$ cat src/rtl/spi_hold_pkg.sv
package spi_hold_pkg;
    typedef enum logic [1:0] {
        ST_IDLE,
        ST_ID,
        ST_BODY,
        ST_REJECT
    } fe_state_t;
endpackage

$ cat src/rtl/shf_edge.sv
module shf_edge (
    input  logic clk,
    input  logic rst_n,
    input  logic sck_i,
    input  logic cs_n_i,
    input  logic hold_n_i,
    output logic rise_o,
    output logic fall_o,
    output logic cs_fall_o,
    output logic paused_o
);
    logic sck_q, cs_q, hold_q, paused_q;

    always_ff @(posedge clk or negedge rst_n) begin
        if (!rst_n) begin
            sck_q    <= 1'b0;
            cs_q     <= 1'b0;   // a low select at reset never reads as a fall
            hold_q   <= 1'b1;
            paused_q <= 1'b0;
        end else begin
            sck_q  <= sck_i;
            cs_q   <= cs_n_i;
            hold_q <= hold_n_i;
            if (cs_n_i)
                paused_q <= 1'b0;
            else if ((hold_n_i != hold_q) && !sck_i)
                paused_q <= !hold_n_i;
        end
    end

    logic live;
    assign live      = !cs_n_i && !paused_q;
    assign rise_o    = live && sck_i && !sck_q;
    assign fall_o    = live && !sck_i && sck_q;
    assign cs_fall_o = cs_q && !cs_n_i;
    assign paused_o  = paused_q;

    // pause line moving while clock high leaves pause state alone
    a_r11_hold_ignored_sck_high: assert property (@(posedge clk) disable iff (!rst_n)
        ((hold_n_i != hold_q) && sck_i && !cs_n_i) |=> $stable(paused_q));
    // deselect clears any pause
    a_r3_cs_clears_pause: assert property (@(posedge clk) disable iff (!rst_n)
        cs_n_i |=> !paused_q);
endmodule

$ cat src/rtl/shf_frame.sv
module shf_frame
    import spi_hold_pkg::*;
#(
    parameter int BYTE_W = 8,
    parameter int ADDR_W = 2,
    parameter int TYPE_W = 4,
    parameter logic [TYPE_W-1:0] TYPE_CODE = 4'b0101
) (
    input  logic              clk,
    input  logic              rst_n,
    input  logic              cs_n_i,
    input  logic              cs_fall_i,
    input  logic              rise_i,
    input  logic              paused_i,
    input  logic              si_i,
    input  logic [ADDR_W-1:0] addr_i,
    output fe_state_t         state_o,
    output logic              byte_start_o,
    output logic              rx_valid_o,
    output logic [BYTE_W-1:0] rx_byte_o,
    output logic [1:0]        rx_index_o,
    output logic              bit_valid_o,
    output logic              bit_value_o
);
    localparam int CNT_W = $clog2(BYTE_W);
    localparam int PAD_W = BYTE_W - TYPE_W - ADDR_W;
    localparam logic [CNT_W-1:0] LAST_BIT = CNT_W'(BYTE_W - 1);
    localparam logic [1:0] IDX_DATA = 2'd2;

    fe_state_t         state_q, state_d;
    logic [CNT_W-1:0]  bitcnt_q;
    logic [BYTE_W-2:0] sh_q;
    logic [1:0]        idx_q;
    logic              rx_valid_q, bit_valid_q, bit_value_q;
    logic [BYTE_W-1:0] rx_byte_q;
    logic [1:0]        rx_index_q;

    logic [BYTE_W-1:0] full;
    logic last, take, id_ok;
    assign full  = {sh_q, si_i};
    assign last  = (bitcnt_q == LAST_BIT);
    assign take  = rise_i && ((state_q == ST_ID) || (state_q == ST_BODY));
    assign id_ok = (full == {TYPE_CODE, {PAD_W{1'b0}}, addr_i});

    always_comb begin
        state_d = state_q;
        unique case (state_q)
            ST_IDLE:   if (cs_fall_i) state_d = ST_ID;
            ST_ID:     if (cs_n_i) state_d = ST_IDLE;
                       else if (take && last) state_d = id_ok ? ST_BODY : ST_REJECT;
            ST_BODY:   if (cs_n_i) state_d = ST_IDLE;
            ST_REJECT: if (cs_n_i) state_d = ST_IDLE;
            default:   state_d = ST_IDLE;
        endcase
    end

    always_ff @(posedge clk or negedge rst_n) begin
        if (!rst_n) state_q <= ST_IDLE;
        else        state_q <= state_d;
    end

    always_ff @(posedge clk or negedge rst_n) begin
        if (!rst_n) begin
            bitcnt_q    <= '0;
            sh_q        <= '0;
            idx_q       <= '0;
            rx_valid_q  <= 1'b0;
            rx_byte_q   <= '0;
            rx_index_q  <= '0;
            bit_valid_q <= 1'b0;
            bit_value_q <= 1'b0;
        end else begin
            rx_valid_q  <= 1'b0;
            bit_valid_q <= 1'b0;
            if (cs_n_i) begin
                bitcnt_q <= '0;
                sh_q     <= '0;
                idx_q    <= '0;
            end else if (take) begin
                bitcnt_q <= last ? '0 : bitcnt_q + CNT_W'(1);
                sh_q     <= full[BYTE_W-2:0];
                if ((state_q == ST_BODY) && (idx_q == IDX_DATA)) begin
                    bit_valid_q <= 1'b1;
                    bit_value_q <= si_i;
                end
                if (last && ((state_q == ST_BODY) || id_ok)) begin
                    rx_valid_q <= 1'b1;
                    rx_byte_q  <= full;
                    rx_index_q <= idx_q;
                    if (idx_q != IDX_DATA) idx_q <= idx_q + 2'd1;
                end
            end
        end
    end

    assign state_o      = state_q;
    assign byte_start_o = (bitcnt_q == '0);
    assign rx_valid_o   = rx_valid_q;
    assign rx_byte_o    = rx_byte_q;
    assign rx_index_o   = rx_index_q;
    assign bit_valid_o  = bit_valid_q;
    assign bit_value_o  = bit_value_q;

    // a rejected frame delivers nothing
    a_r6_reject_quiet: assert property (@(posedge clk) disable iff (!rst_n)
        (state_q == ST_REJECT) |=> (!rx_valid_q && !bit_valid_q));
    // bit count frozen while paused
    a_r10_pause_freezes_count: assert property (@(posedge clk) disable iff (!rst_n)
        (paused_i && !cs_n_i) |=> $stable(bitcnt_q));
    // byte strobe lasts one cycle
    a_r8_single_pulse: assert property (@(posedge clk) disable iff (!rst_n)
        rx_valid_q |=> !rx_valid_q);
    // streamed bits only inside a matched frame
    a_r12_bits_in_body: assert property (@(posedge clk) disable iff (!rst_n)
        bit_valid_q |-> (state_q == ST_BODY));
endmodule

$ cat src/rtl/shf_tx.sv
module shf_tx #(
    parameter int BYTE_W = 8
) (
    input  logic              clk,
    input  logic              rst_n,
    input  logic              cs_n_i,
    input  logic              fall_i,
    input  logic              load_i,
    input  logic [BYTE_W-1:0] tx_byte_i,
    input  logic              tx_en_i,
    output logic              so_o,
    output logic              oe_o
);
    logic [BYTE_W-1:0] sh_q;
    logic so_q, oe_q;

    always_ff @(posedge clk or negedge rst_n) begin
        if (!rst_n) begin
            sh_q <= '0;
            so_q <= 1'b0;
            oe_q <= 1'b0;
        end else if (cs_n_i) begin
            sh_q <= '0;
            so_q <= 1'b0;
            oe_q <= 1'b0;
        end else if (fall_i) begin
            if (load_i) begin
                sh_q <= tx_byte_i;
                so_q <= tx_byte_i[BYTE_W-1];
                oe_q <= tx_en_i;
            end else begin
                sh_q <= sh_q << 1;
                so_q <= sh_q[BYTE_W-2];
            end
        end
    end

    assign so_o = so_q;
    assign oe_o = oe_q;

    // output bit moves only on a falling serial edge
    a_r2_so_on_fall: assert property (@(posedge clk) disable iff (!rst_n)
        (!fall_i && !cs_n_i) |=> $stable(so_q));
endmodule

$ cat src/rtl/spi_hold_front.sv
module spi_hold_front
    import spi_hold_pkg::*;
#(
    parameter int BYTE_W = 8,
    parameter int ADDR_W = 2,
    parameter int TYPE_W = 4,
    parameter logic [TYPE_W-1:0] TYPE_CODE = 4'b0101
) (
    input  logic              clk,
    input  logic              rst_n,
    input  logic              spi_sck_i,
    input  logic              spi_cs_n_i,
    input  logic              spi_si_i,
    input  logic              spi_hold_n_i,
    input  logic [ADDR_W-1:0] addr_strap_i,
    output logic              so_o,
    output logic              so_en_o,
    input  logic [BYTE_W-1:0] tx_byte_i,
    input  logic              tx_en_i,
    output logic              rx_valid_o,
    output logic [BYTE_W-1:0] rx_byte_o,
    output logic [1:0]        rx_index_o,
    output logic              bit_valid_o,
    output logic              bit_value_o
);
    logic rise, fall, cs_fall, paused, byte_start, oe;
    fe_state_t state;

    shf_edge u_edge (
        .clk(clk), .rst_n(rst_n), .sck_i(spi_sck_i), .cs_n_i(spi_cs_n_i),
        .hold_n_i(spi_hold_n_i), .rise_o(rise), .fall_o(fall),
        .cs_fall_o(cs_fall), .paused_o(paused)
    );

    shf_frame #(.BYTE_W(BYTE_W), .ADDR_W(ADDR_W), .TYPE_W(TYPE_W), .TYPE_CODE(TYPE_CODE)) u_frame (
        .clk(clk), .rst_n(rst_n), .cs_n_i(spi_cs_n_i), .cs_fall_i(cs_fall),
        .rise_i(rise), .paused_i(paused), .si_i(spi_si_i), .addr_i(addr_strap_i),
        .state_o(state), .byte_start_o(byte_start), .rx_valid_o(rx_valid_o),
        .rx_byte_o(rx_byte_o), .rx_index_o(rx_index_o),
        .bit_valid_o(bit_valid_o), .bit_value_o(bit_value_o)
    );

    shf_tx #(.BYTE_W(BYTE_W)) u_tx (
        .clk(clk), .rst_n(rst_n), .cs_n_i(spi_cs_n_i),
        .fall_i(fall && (state == ST_BODY)), .load_i(byte_start),
        .tx_byte_i(tx_byte_i), .tx_en_i(tx_en_i), .so_o(so_o), .oe_o(oe)
    );

    assign so_en_o = oe && (state == ST_BODY);

    // deselect releases the output by the next cycle
    a_r3_release_on_cs: assert property (@(posedge clk) disable iff (!rst_n)
        spi_cs_n_i |=> !so_en_o);
    // byte strobe never outside a matched frame
    a_r8_valid_in_frame: assert property (@(posedge clk) disable iff (!rst_n)
        rx_valid_o |-> (state == ST_BODY));
endmodule

$ cat config.mk
export PLATFORM = sky130hd
export DESIGN_NAME = spi_hold_front
export DESIGN_NICKNAME = d
export VERILOG_FILES = /design/src/rtl/spi_hold_pkg.sv /design/src/rtl/shf_edge.sv /design/src/rtl/shf_frame.sv /design/src/rtl/shf_tx.sv /design/src/rtl/spi_hold_front.sv
export SDC_FILE = /design/constraint.sdc
export NUM_CORES = 1
export LEC_CHECK = 0
export BUFFER_PORTS_ARGS = -buffer_cell sky130_fd_sc_hd__buf_2
export CORE_AREA = 2 2 93 77
export DETAILED_ROUTE_END_ITERATION = 12
export DIE_AREA = 0 0 95 79
export MAX_ROUTING_LAYER = met4
export PLACE_DENSITY = 0.48
export SLEW_MARGIN = 15
export SYNTH_ARGS = -nofsm -noshare
export SYNTH_HDL_FRONTEND = slang
export SYNTH_SLANG_ARGS = --single-unit
$ cat constraint.sdc
create_clock -name clk -period 1.9 [get_ports clk]
set_clock_uncertainty 0.1 [all_clocks]
set_input_delay 0.19 -clock clk [delete_from_list [all_inputs] [get_ports clk]]
set_output_delay 0.19 -clock clk [all_outputs]
set_load 0.005 [all_outputs]
==> results.sh <==
export IMPL_timing_max_transition_violations_final=0
export IMPL_dp_hpwl_mm=2.55
export IMPL_post_synth_main_area_contributors="sky130_fd_sc_hd__dfrtp_1 51%, sky130_fd_sc_hd__mux2_4 7.1%, sky130_fd_sc_hd__ha_1 5.2%, sky130_fd_sc_hd__mux2i_1 5.2%, sky130_fd_sc_hd__nand2b_1 3.6%"
export IMPL_timing_hold_violations_final=0
export IMPL_core_um2=6660
export IMPL_ys_flop_type="sky130_fd_sc_hd__dfrtp_1"
export IMPL_synth_simple_area_share_pct=13.9
export IMPL_seq_area_frac_synth_pct=52.4
export IMPL_detail_route_first_pass_iterations=4
export IMPL_min_path_type="primary input to flip-flop"
export IMPL_grt_pass1_vias=1307
export IMPL_synth_edf_count=0
export IMPL_end_kind="flip-flop"
export IMPL_cts_htree_levels=2
export IMPL_ant_nets=0
export IMPL_critPathSlowestCell="sky130_fd_sc_hd__or4b_4"
export IMPL_die_w_um=95
export IMPL_synth_compound_area_share_pct=8.84
export IMPL_whs_ns=0.0436
export IMPL_grt_overflow_total=0
export IMPL_power_ir_vdd_worst_v=0.000383
export IMPL_combPwrFrac_pct=18.8
export IMPL_finalWeightedCongestion=0.706
export IMPL_post_synth_instance_area_um2=1910
export IMPL_fin_setup_tns_ns=-1.91
export IMPL_finalWorstPathRequiredPeriod_ns=2.07
export IMPL_max_freq_mhz=482
export IMPL_clock_sinks=40
export IMPL_placement_row_count=27
export IMPL_clkPwrFrac_pct=29.8
export IMPL_global_route_usage_total_pct=11.1
export IMPL_most_used_standard_cells_in_the_synthesized_netlist="39 x sky130_fd_sc_hd__dfrtp_1, 13 x sky130_fd_sc_hd__nor2_1, 11 x sky130_fd_sc_hd__nand2b_1"
export IMPL_avgRoutedWirePerCell_um=12.2
export IMPL_final_period_utilization_pct=109
export IMPL_totalPowerFinal_uw=1790
export IMPL_timing_critical_path_slowest_cell_delay_ns=0.55
export IMPL_synth_fa_ha_area_share_pct=5.24
export IMPL_yosysWarnings=0
export IMPL_input_output_buffers=31
export IMPL_syn_nets=189
export IMPL_postSynthCellCount=164
export IMPL_cts_tree="done"
export IMPL_number_of_flip_flops_and_latches_in_the_synthesized_netlist=40
export IMPL_finalSetupViolCount=12
export IMPL_route_detailed_drc=0
export IMPL_setup_worst_path_class="flip-flop to flip-flop"
export IMPL_post_route_cells_drive_above_1_share_pct=36.0
export IMPL_timing_max_slew_rel_slack_pct=65.8
export IMPL_finalNonFillerCells=301
export IMPL_intPower_uw=1300
export IMPL_fin_ws_ns=-0.175
export IMPL_tightestPinTransition_ns=0.513
export IMPL_route_vias_total=1314
export IMPL_swShare_pct=27.2
export IMPL_worst_ep_arrival_time_ns=2.15
export IMPL_antenna_diode_count=0
export IMPL_viasPerCell=4.37
export IMPL_synthXorXnorAreaFrac_pct=0.916
export IMPL_area_growth_pct=25.7
export IMPL_synth_area_per_cell_um2=11.7
export IMPL_p_per_area_nw_per_um2=746
export IMPL_synth_top_family_by_area="multiplexers"
export IMPL_clk_root_buffer_cell="sky130_fd_sc_hd__clkbuf_8"
export IMPL_synthDistinctLibCells=32
export IMPL_path_clk_slew_ns=0.08
export IMPL_number_of_filler_cells_placed_in_the_layout=667
export IMPL_power_switching_uw=487
export IMPL_synthMostInstantiatedCell="sky130_fd_sc_hd__dfrtp_1"
export IMPL_ys_async_sr_fraction_pct=100
export IMPL_status="complete, but fails checks"
export IMPL_grt_pass1_wl_mm=6.29
export IMPL_worst_setup_path_start_kind="flip-flop"
export IMPL_floorplan_die_height_um=79
export IMPL_area_share_of_the_largest_cell_type_after_synthesis_pct=51.0
export IMPL_design_die_area_um2=7510
export IMPL_grt_max_degree=41
export IMPL_floorplan_initialDensity_pct=28.7
export IMPL_synth_area_mux_share_pct=14.7
export IMPL_maxCapViolCount=0
export IMPL_wirelength_mm=3.68
export IMPL_number_of_antenna_violations_at_the_first_check_in_global_routing=0
export IMPL_placed_cells_incl_taps=290
export IMPL_timing_critical_path_required_ns=1.98
export IMPL_worstPathCellList="or4b_4, nor4_4, o21a_2, buf_4, mux2_4"
export IMPL_final_net_count=239
export IMPL_grt_setup_unrepaired="yes"
export IMPL_clockBufferDepth=2
export IMPL_drt_first_iter_violations=36
export IMPL_clk_latency_ns=0.29
export IMPL_path_max_fanout=3
export IMPL_failed_checks="setup timing"
export IMPL_number_of_buffers_inserted_during_clock_tree_synthesis=5
export IMPL_floorplan_io_pins=32
export IMPL_top_cell_type_by_total_area_after_synthesis="sky130_fd_sc_hd__dfrtp_1"
export IMPL_seq_power_share_pct=51.4
export IMPL_p_leak_uw=0.00120
-- metal layers --
layer	global-route usage [%]	vias up	wire length, um
met5	-	-	0
li1	-	663	-
met1	15.7	615	1980
met2	15.1	32	1460
met3	3.42	4	201
met4	3.48	0	34
-- what timing repair did --
| action | 4_1_cts | 5_1_grt |
|---|---|---|
| pin swaps | 3 | 2 |
| endpoints found under the setup margin | 12 | 19 |
| setup buffers | 1 | 1 |
| gates resized for setup | 3 | 1 |
| hold buffers | 2 | 0 |
| hold endpoints to repair | 40 | 0 |
-- worst max-delay path, delay by kind of cell, from the launching register on --
family | cells | cell delay [ns]
simple gates | 2 | 0.85
flops | 1 | 0.38
mux | 1 | 0.29
compound gates | 1 | 0.20
buf+inv | 1 | 0.14
-- final timing paths --
| path | start | endpoint | slack [ns] | depth (start not counted) |
|---|---|---|---|---|
| min in group asynchronous | rst_n | u_frame.rx_valid_o | 0.39 | 3 |
| min | spi_sck_i | u_edge.sck_q | 0.04 | 2 |
| max in group asynchronous | rst_n | u_edge.hold_q | 0.94 | 3 |
| min reg2reg | u_frame.bit_value_o | u_frame.bit_value_o | 0.41 | 1 |
| max | u_frame.sh_q[1] | u_frame.rx_byte_o[4] | -0.17 | 5 |
| max reg2reg | u_frame.sh_q[1] | u_frame.rx_byte_o[4] | -0.17 | 5 |
-- cells by family (layout without fill, tap and decap cells) --
group | count (synthesis) | count (layout)
simple gates | 49 | 49
flops | 40 | 40
compound gates | 26 | 26
mux | 23 | 23
buf+inv | 16 | 66
fa+ha+maj | 8 | 8
xor+xnor | 2 | 2
-- layout make-up --
class	instances	area, um^2	share of cell area [%]
Sequential cell	40	1000	41.7
Timing Repair Buffer	52	330	13.8
Inverter	7	26.3	1.09
Clock buffer	6	72.6	3.02
Multi-Input combinational cell	108	857	35.7
Clock inverter	1	5.00	0.208
Tap cell	87	109	4.53
-- through the flow --
stage	instance area [um^2]	utilization (%)	setup WS (ns)
after floorplan	1910	-	-0.160
after global placement	2270	34.1	-0.160
after detailed placement	2270	34.1	-0.221
after CTS	2390	35.9	-0.214
after global routing	2400	36.1	-0.211
final	2400	36.1	-0.175
-- registers in the layout, summed over array words and instances (netlist names), 2 cells and up --
signal / flops
u_frame.rx_byte_o: 8
u_frame.sh_q: 7
u_tx.sh_q: 7
u_frame.bitcnt_q: 3
u_frame.idx_q: 2
u_frame.rx_index_o: 2
u_frame.state_o: 2
-- cell usage in the layout (no fill, tap or decap), drive strengths merged, types with 3 or more instances in the layout --
master / netlist / layout
nand2: 10 / 10
mux2i: 10 / 10
mux2: 13 / 13
nor2: 13 / 13
a21oi: 4 / 4
inv: 7 / 7
nor2b: 3 / 3
a211oi: 7 / 7
dfrtp: 39 / 39
ha: 8 / 8
o21ai: 10 / 10
nand2b: 11 / 11
buf: 2 / 50
clkbuf: 7 / 6
-- power by group through the flow --
| stage | combinational, uW | clock, uW | sequential (uW) |
|---|---|---|---|
| after global routing | 392 | 595 | 925 |
| after detailed placement | 336 | 0 | 938 |
| after CTS | 343 | 564 | 920 |
| after global placement | 338 | 0 | 938 |
| final | 337 | 535 | 920 |
| after floorplan | 230 | 0 | 933 |
No activity file was read; power rests on OpenSTA's default activity.
